$ cat src/rtl/r2i_pkg.sv
package r2i_pkg;

   typedef enum logic [1:0] {
      ST_IDLE = 2'd0,
      ST_RING = 2'd1,
      ST_HOLD = 2'd2
   } r2i_state_e;

   typedef struct packed {
      logic ring;
      logic tin;
      logic tout;
   } r2i_ctl_t;

   localparam r2i_ctl_t CTL_IDLE    = '{ring: 1'b0, tin: 1'b0, tout: 1'b0};
   localparam r2i_ctl_t CTL_RINGING = '{ring: 1'b1, tin: 1'b0, tout: 1'b0};
   localparam r2i_ctl_t CTL_ALL_OFF = '{ring: 1'b1, tin: 1'b0, tout: 1'b1};

endpackage

$ cat src/rtl/r2i_hold_timer.sv
module r2i_hold_timer #(
   parameter int HOLD_MS = 25,
   localparam int CNT_W  = $clog2(HOLD_MS + 1)
) (
   input  logic clk,
   input  logic rst_n,
   input  logic start_i,
   input  logic active_i,
   input  logic ms_tick_i,
   input  logic zc_seen_i,
   output logic expired_o
);
   localparam logic [CNT_W-1:0] LIM = CNT_W'(HOLD_MS);

   logic [CNT_W-1:0] cnt_q;
   logic             zc_q;

   always_ff @(posedge clk or negedge rst_n) begin
      if (!rst_n) begin
         cnt_q <= '0;
         zc_q  <= 1'b0;
      end else if (start_i) begin
         cnt_q <= '0;
         zc_q  <= 1'b0;
      end else if (active_i) begin
         if (ms_tick_i && (cnt_q != LIM)) cnt_q <= cnt_q + 1'b1;
         if (zc_seen_i)                   zc_q  <= 1'b1;
      end
   end

   assign expired_o = (cnt_q == LIM) && zc_q;

endmodule

$ cat src/rtl/r2i_fsm.sv
module r2i_fsm
   import r2i_pkg::*;
(
   input  logic       clk,
   input  logic       rst_n,
   input  logic       ring_req_i,
   input  logic       mode_bbm_i,
   input  logic       expired_i,
   output r2i_state_e state_o,
   output logic       start_hold_o,
   output logic       done_o
);
   r2i_state_e state_q, state_d;
   logic       pend_q, pend_d;
   logic       done_q, done_d;

   always_comb begin
      state_d      = state_q;
      pend_d       = pend_q;
      done_d       = 1'b0;
      start_hold_o = 1'b0;
      unique case (state_q)
         ST_IDLE: begin
            if (pend_q || ring_req_i) begin
               state_d = ST_RING;
               pend_d  = 1'b0;
            end
         end
         ST_RING: begin
            if (!ring_req_i) begin
               if (mode_bbm_i) begin
                  state_d      = ST_HOLD;
                  start_hold_o = 1'b1;
               end else begin
                  state_d = ST_IDLE;
                  done_d  = 1'b1;
               end
            end
         end
         ST_HOLD: begin
            pend_d = pend_q | ring_req_i;
            if (expired_i) begin
               state_d = ST_IDLE;
               done_d  = 1'b1;
            end
         end
         default: state_d = ST_IDLE;
      endcase
   end

   always_ff @(posedge clk or negedge rst_n) begin
      if (!rst_n) begin
         state_q <= ST_IDLE;
         pend_q  <= 1'b0;
         done_q  <= 1'b0;
      end else begin
         state_q <= state_d;
         pend_q  <= pend_d;
         done_q  <= done_d;
      end
   end

   assign state_o = state_q;
   assign done_o  = done_q;

endmodule

$ cat src/rtl/r2i_ctl_decode.sv
module r2i_ctl_decode
   import r2i_pkg::*;
#(
   parameter bit USE_OVR = 1'b0
) (
   input  r2i_state_e state_i,
   output r2i_ctl_t   ctl_o,
   output logic       ovr_o,
   output logic       busy_o
);
   assign busy_o = (state_i == ST_HOLD);

   generate
      if (USE_OVR) begin : g_ovr
         always_comb begin
            ctl_o = (state_i == ST_RING) ? CTL_RINGING : CTL_IDLE;
            ovr_o = (state_i == ST_HOLD);
         end
      end else begin : g_pins
         always_comb begin
            unique case (state_i)
               ST_RING: ctl_o = CTL_RINGING;
               ST_HOLD: ctl_o = CTL_ALL_OFF;
               default: ctl_o = CTL_IDLE;
            endcase
            ovr_o = 1'b0;
         end
      end
   endgenerate

endmodule

$ cat src/rtl/ring_idle_seq.sv
module ring_idle_seq
   import r2i_pkg::*;
#(
   parameter int HOLD_MS = 25,
   parameter bit USE_OVR = 1'b0
) (
   input  logic clk,
   input  logic rst_n,
   input  logic ring_req_i,
   input  logic mode_bbm_i,
   input  logic ms_tick_i,
   input  logic zc_seen_i,
   output logic ring_o,
   output logic tin_o,
   output logic tout_o,
   output logic ovr_o,
   output logic busy_o,
   output logic done_o
);
   generate
      if (HOLD_MS < 1) begin : g_bad_hold
         $error("ring_idle_seq: HOLD_MS must be at least 1");
      end
      if (HOLD_MS > 65535) begin : g_big_hold
         $error("ring_idle_seq: HOLD_MS above 65535 is not supported");
      end
   endgenerate

   r2i_state_e state;
   logic       start_hold;
   logic       expired;
   r2i_ctl_t   ctl;

   r2i_fsm u_fsm (
      .clk          (clk),
      .rst_n        (rst_n),
      .ring_req_i   (ring_req_i),
      .mode_bbm_i   (mode_bbm_i),
      .expired_i    (expired),
      .state_o      (state),
      .start_hold_o (start_hold),
      .done_o       (done_o)
   );

   r2i_hold_timer #(.HOLD_MS(HOLD_MS)) u_timer (
      .clk       (clk),
      .rst_n     (rst_n),
      .start_i   (start_hold),
      .active_i  (state == ST_HOLD),
      .ms_tick_i (ms_tick_i),
      .zc_seen_i (zc_seen_i),
      .expired_o (expired)
   );

   r2i_ctl_decode #(.USE_OVR(USE_OVR)) u_dec (
      .state_i (state),
      .ctl_o   (ctl),
      .ovr_o   (ovr_o),
      .busy_o  (busy_o)
   );

   assign ring_o = ctl.ring;
   assign tin_o  = ctl.tin;
   assign tout_o = ctl.tout;

endmodule

$ cat config.mk
export PLATFORM = sky130hd
export DESIGN_NAME = ring_idle_seq
export DESIGN_NICKNAME = d
export VERILOG_FILES = /design/src/rtl/r2i_pkg.sv /design/src/rtl/r2i_hold_timer.sv /design/src/rtl/r2i_fsm.sv /design/src/rtl/r2i_ctl_decode.sv /design/src/rtl/ring_idle_seq.sv
export SDC_FILE = /design/constraint.sdc
export NUM_CORES = 1
export LEC_CHECK = 0
export CORE_MARGIN = 2
export CORE_UTILIZATION = 43
export DETAILED_ROUTE_END_ITERATION = 16
export PLACE_DENSITY = 0.77
export SLEW_MARGIN = 30
export SYNTH_ARGS = -nofsm -noshare
export SYNTH_HDL_FRONTEND = slang
export SYNTH_SLANG_ARGS = --single-unit
$ cat constraint.sdc
create_clock -name clk -period 1.45 [get_ports clk]
set_clock_uncertainty 0.05 [all_clocks]
set_input_delay 0.29 -clock clk [delete_from_list [all_inputs] [get_ports clk]]
set_output_delay 0.29 -clock clk [all_outputs]
set_load 0.02 [all_outputs]
==> out/results.ini <==
[critical_path]
crit_chain=buf_6 > ha_4 > buf_6 > and3_4 > nand3_2 > xor2_1 > nor2_1
start_kind=flop
path_common_cell=buf_6
cpMaxStageDelayCell=dfrtp_1
worstPathArrival_ns=1.61
max_stage_delay_ns=0.42
critical_path_required_ns=1.55
path_class=flop to flop
cp_max_fo=6
path_buf_inv=2
path_delay_family=flip-flops
end_kind=flop

[synthesis]
yosys.area_share.simple_pct=19.1
synthTopCellsByArea=dfrtp_1 (42%), ha_1 (13%), nor2_1 (4.4%), xor2_1 (4.4%), nand4b_4 (4.0%)
synth.avg_cell_area_um2=10.3
synthCells=58
synthTopCellsByCount=dfrtp_1 (10), nor2_1 (7), ha_1 (6), inv_1 (6)
synth_compound_area_share_pct=7.98
yosys.area_share.xor_xnor_pct=5.88
yosysTopAreaCell=dfrtp_1
synth-seq-cells=10
synthMuxAreaShare_pct=4.20
yosys.area_share.adder_pct=12.6
synth_ff_type=dfrtp_1
async_flop_share_pct=100
netlist.area_leader.share_pct=42.0
synth_top_family_by_area=simple AND/OR/NAND/NOR gates
synth-edff-count=0
synth_area_um2=596
synthDistinctLibCells=25
yosysWarnings=0
synth.yosys.seq_area_share_pct=42.0
synth_most_common_cell=dfrtp_1

[cells_and_area]
multiInputGateArea_um2=407
drive_above_1_share_pct=48.1
area_growth_pct=54.0
fillers=90
diodes=0
final_cell_area_um2=917
postLayoutCoreUtil_pct=70.5
fin_cells=94
layout.nets=92
final-seq-area_um2=250

[sta]
rsz0062_at_grt=true
max_freq_mhz=663
drv_slew=0
setup_viol=6
fin_crit_sh_pct=104
hold-worst-slack_ns=0.297
worst_slack_ns=-0.0578
finalCriticalPeriod_ns=1.51
timing_hold_violations_final=0
setup_tns_ns=-0.119

[clock_network]
numCtsBuffers=3
cts.sinks=10
clkLatencyLatePin_ns=0.26
h-tree-depth=1
cts_root_buffer=clkbuf_4
cts_tree=yes
cts_hold_buf=0
clk_pin_slew_ns=0.07
cts_buffer_depth=2

[floorplan]
dieArea_um2=1700
rows=13
initial_core_util_pct=45.8
num_io_pins=12
fp.dieH_um=41.2
die_x_um=41.2
design.core.area_um2=1300

[global_route]
track_usage_pct=18.7
grt_pass1_wl_um=1920
grt_overflow=0
grt_pass1_vias=433
grt_max_degree=11
grt_antenna_before_repair=0

[drt]
route.detailed.drc=0
wirelength_um=1350
vias=478
drt-initial-drc-count=3
ant_nets=0
vias_per_cell=5.09
routedWlPerCell_um=14.3
drt_pass1_iterations=4

[power_and_ir_drop]
power_density_nw_per_um2=2040
leakage_nw=0.447
power.total_mw=1.87
ir_worst_vdd_mv=1.36

[min_path]
hold_path_class=input pin to async pin

[placed_design]
placed_area_um2=763
dp.cells=90
pre_cts_ws_ns=-0.188
gp_congestion=0.787
portBuffers=9
place_hpwl_um=873

[run_status]
failed_checks=negative setup slack
status=finished, violations left

[job]
cap_violations=0

timing repair:
action                     4_1_cts  5_1_grt
setup buffers                    1        0
gates resized for setup         29       14
pin swaps                        1        5
setup endpoints to repair        7       12
path summary, 6_finish.rpt:
check | slack (ns) | to | from | cells after the start
worst max register to register | -0.06 | u_timer.cnt_q[4]$_DFFE_PN0P_ | u_fsm.state_o[1]$_DFFE_PN0P_ | 7
worst min register to register | 0.50 | u_timer.zc_q$_DFFE_PN0P_ | u_timer.zc_q$_DFFE_PN0P_ | 2
worst max-delay path | -0.06 | u_timer.cnt_q[4]$_DFFE_PN0P_ | u_fsm.state_o[1]$_DFFE_PN0P_ | 7
worst min-delay path | 0.30 | u_fsm.state_o[0]$_DFFE_PN0P_ | rst_n | 1
min in group clk | 0.50 | u_timer.zc_q$_DFFE_PN0P_ | u_timer.zc_q$_DFFE_PN0P_ | 2
max in group asynchronous | 0.73 | u_timer.cnt_q[3]$_DFFE_PN0P_ | rst_n | 1
kinds of logic (layout without fill, tap and decap cells):
group | count (synthesis) | in the layout
adder cells (fa/ha/maj) | 6 | 6
AND/OR/NAND/NOR | 19 | 19
flip-flops | 10 | 10
buffers and inverters | 9 | 29
multiplexers | 2 | 2
AO/OA/AOI/OAI | 7 | 7
other | 1 | 2
XOR/XNOR | 4 | 4
layout by cell type (no fill, tap or decap), types with 3 or more instances in the layout:
cell type,n
dfrtp_1,10
buf_6,7
nor2_1,6
buf_4,6
clkdlybuf4s50_1,5
ha_4,4
inv_2,3
inv_1,3
xor2_1,3
clkbuf_4,3
area by class of cell:
class	instances	area share, %
clock buffers	4	3.96
inverters	6	2.46
multi-input cells	40	44.3
flip-flops and latches	10	27.3
well taps	15	2.05
repair buffers	19	19.9
routing by layer:
layer	share of wire, %	up-vias	track usage (%)
met2	52	9	28.5
met4	0.74	0	8.87
li1	-	232	-
met1	43	235	23.0
met5	0	-	0
met3	3.3	2	7.07
flip-flops by register name, summed over array words and instances, names as in the netlist:
register       cells
u_fsm.done_o       1
u_fsm.pend_q       1
u_fsm.state_o      2
u_timer.cnt_q      5
u_timer.zc_q       1
power breakdown:
group          total (mW)  switching, mW  internal (mW)
Sequential          0.480         0.0988          0.381
Combinational        1.14          0.513          0.628
Clock               0.249         0.0964          0.153
Total                1.87          0.709           1.16
Power figures use the tool's default switching activity.
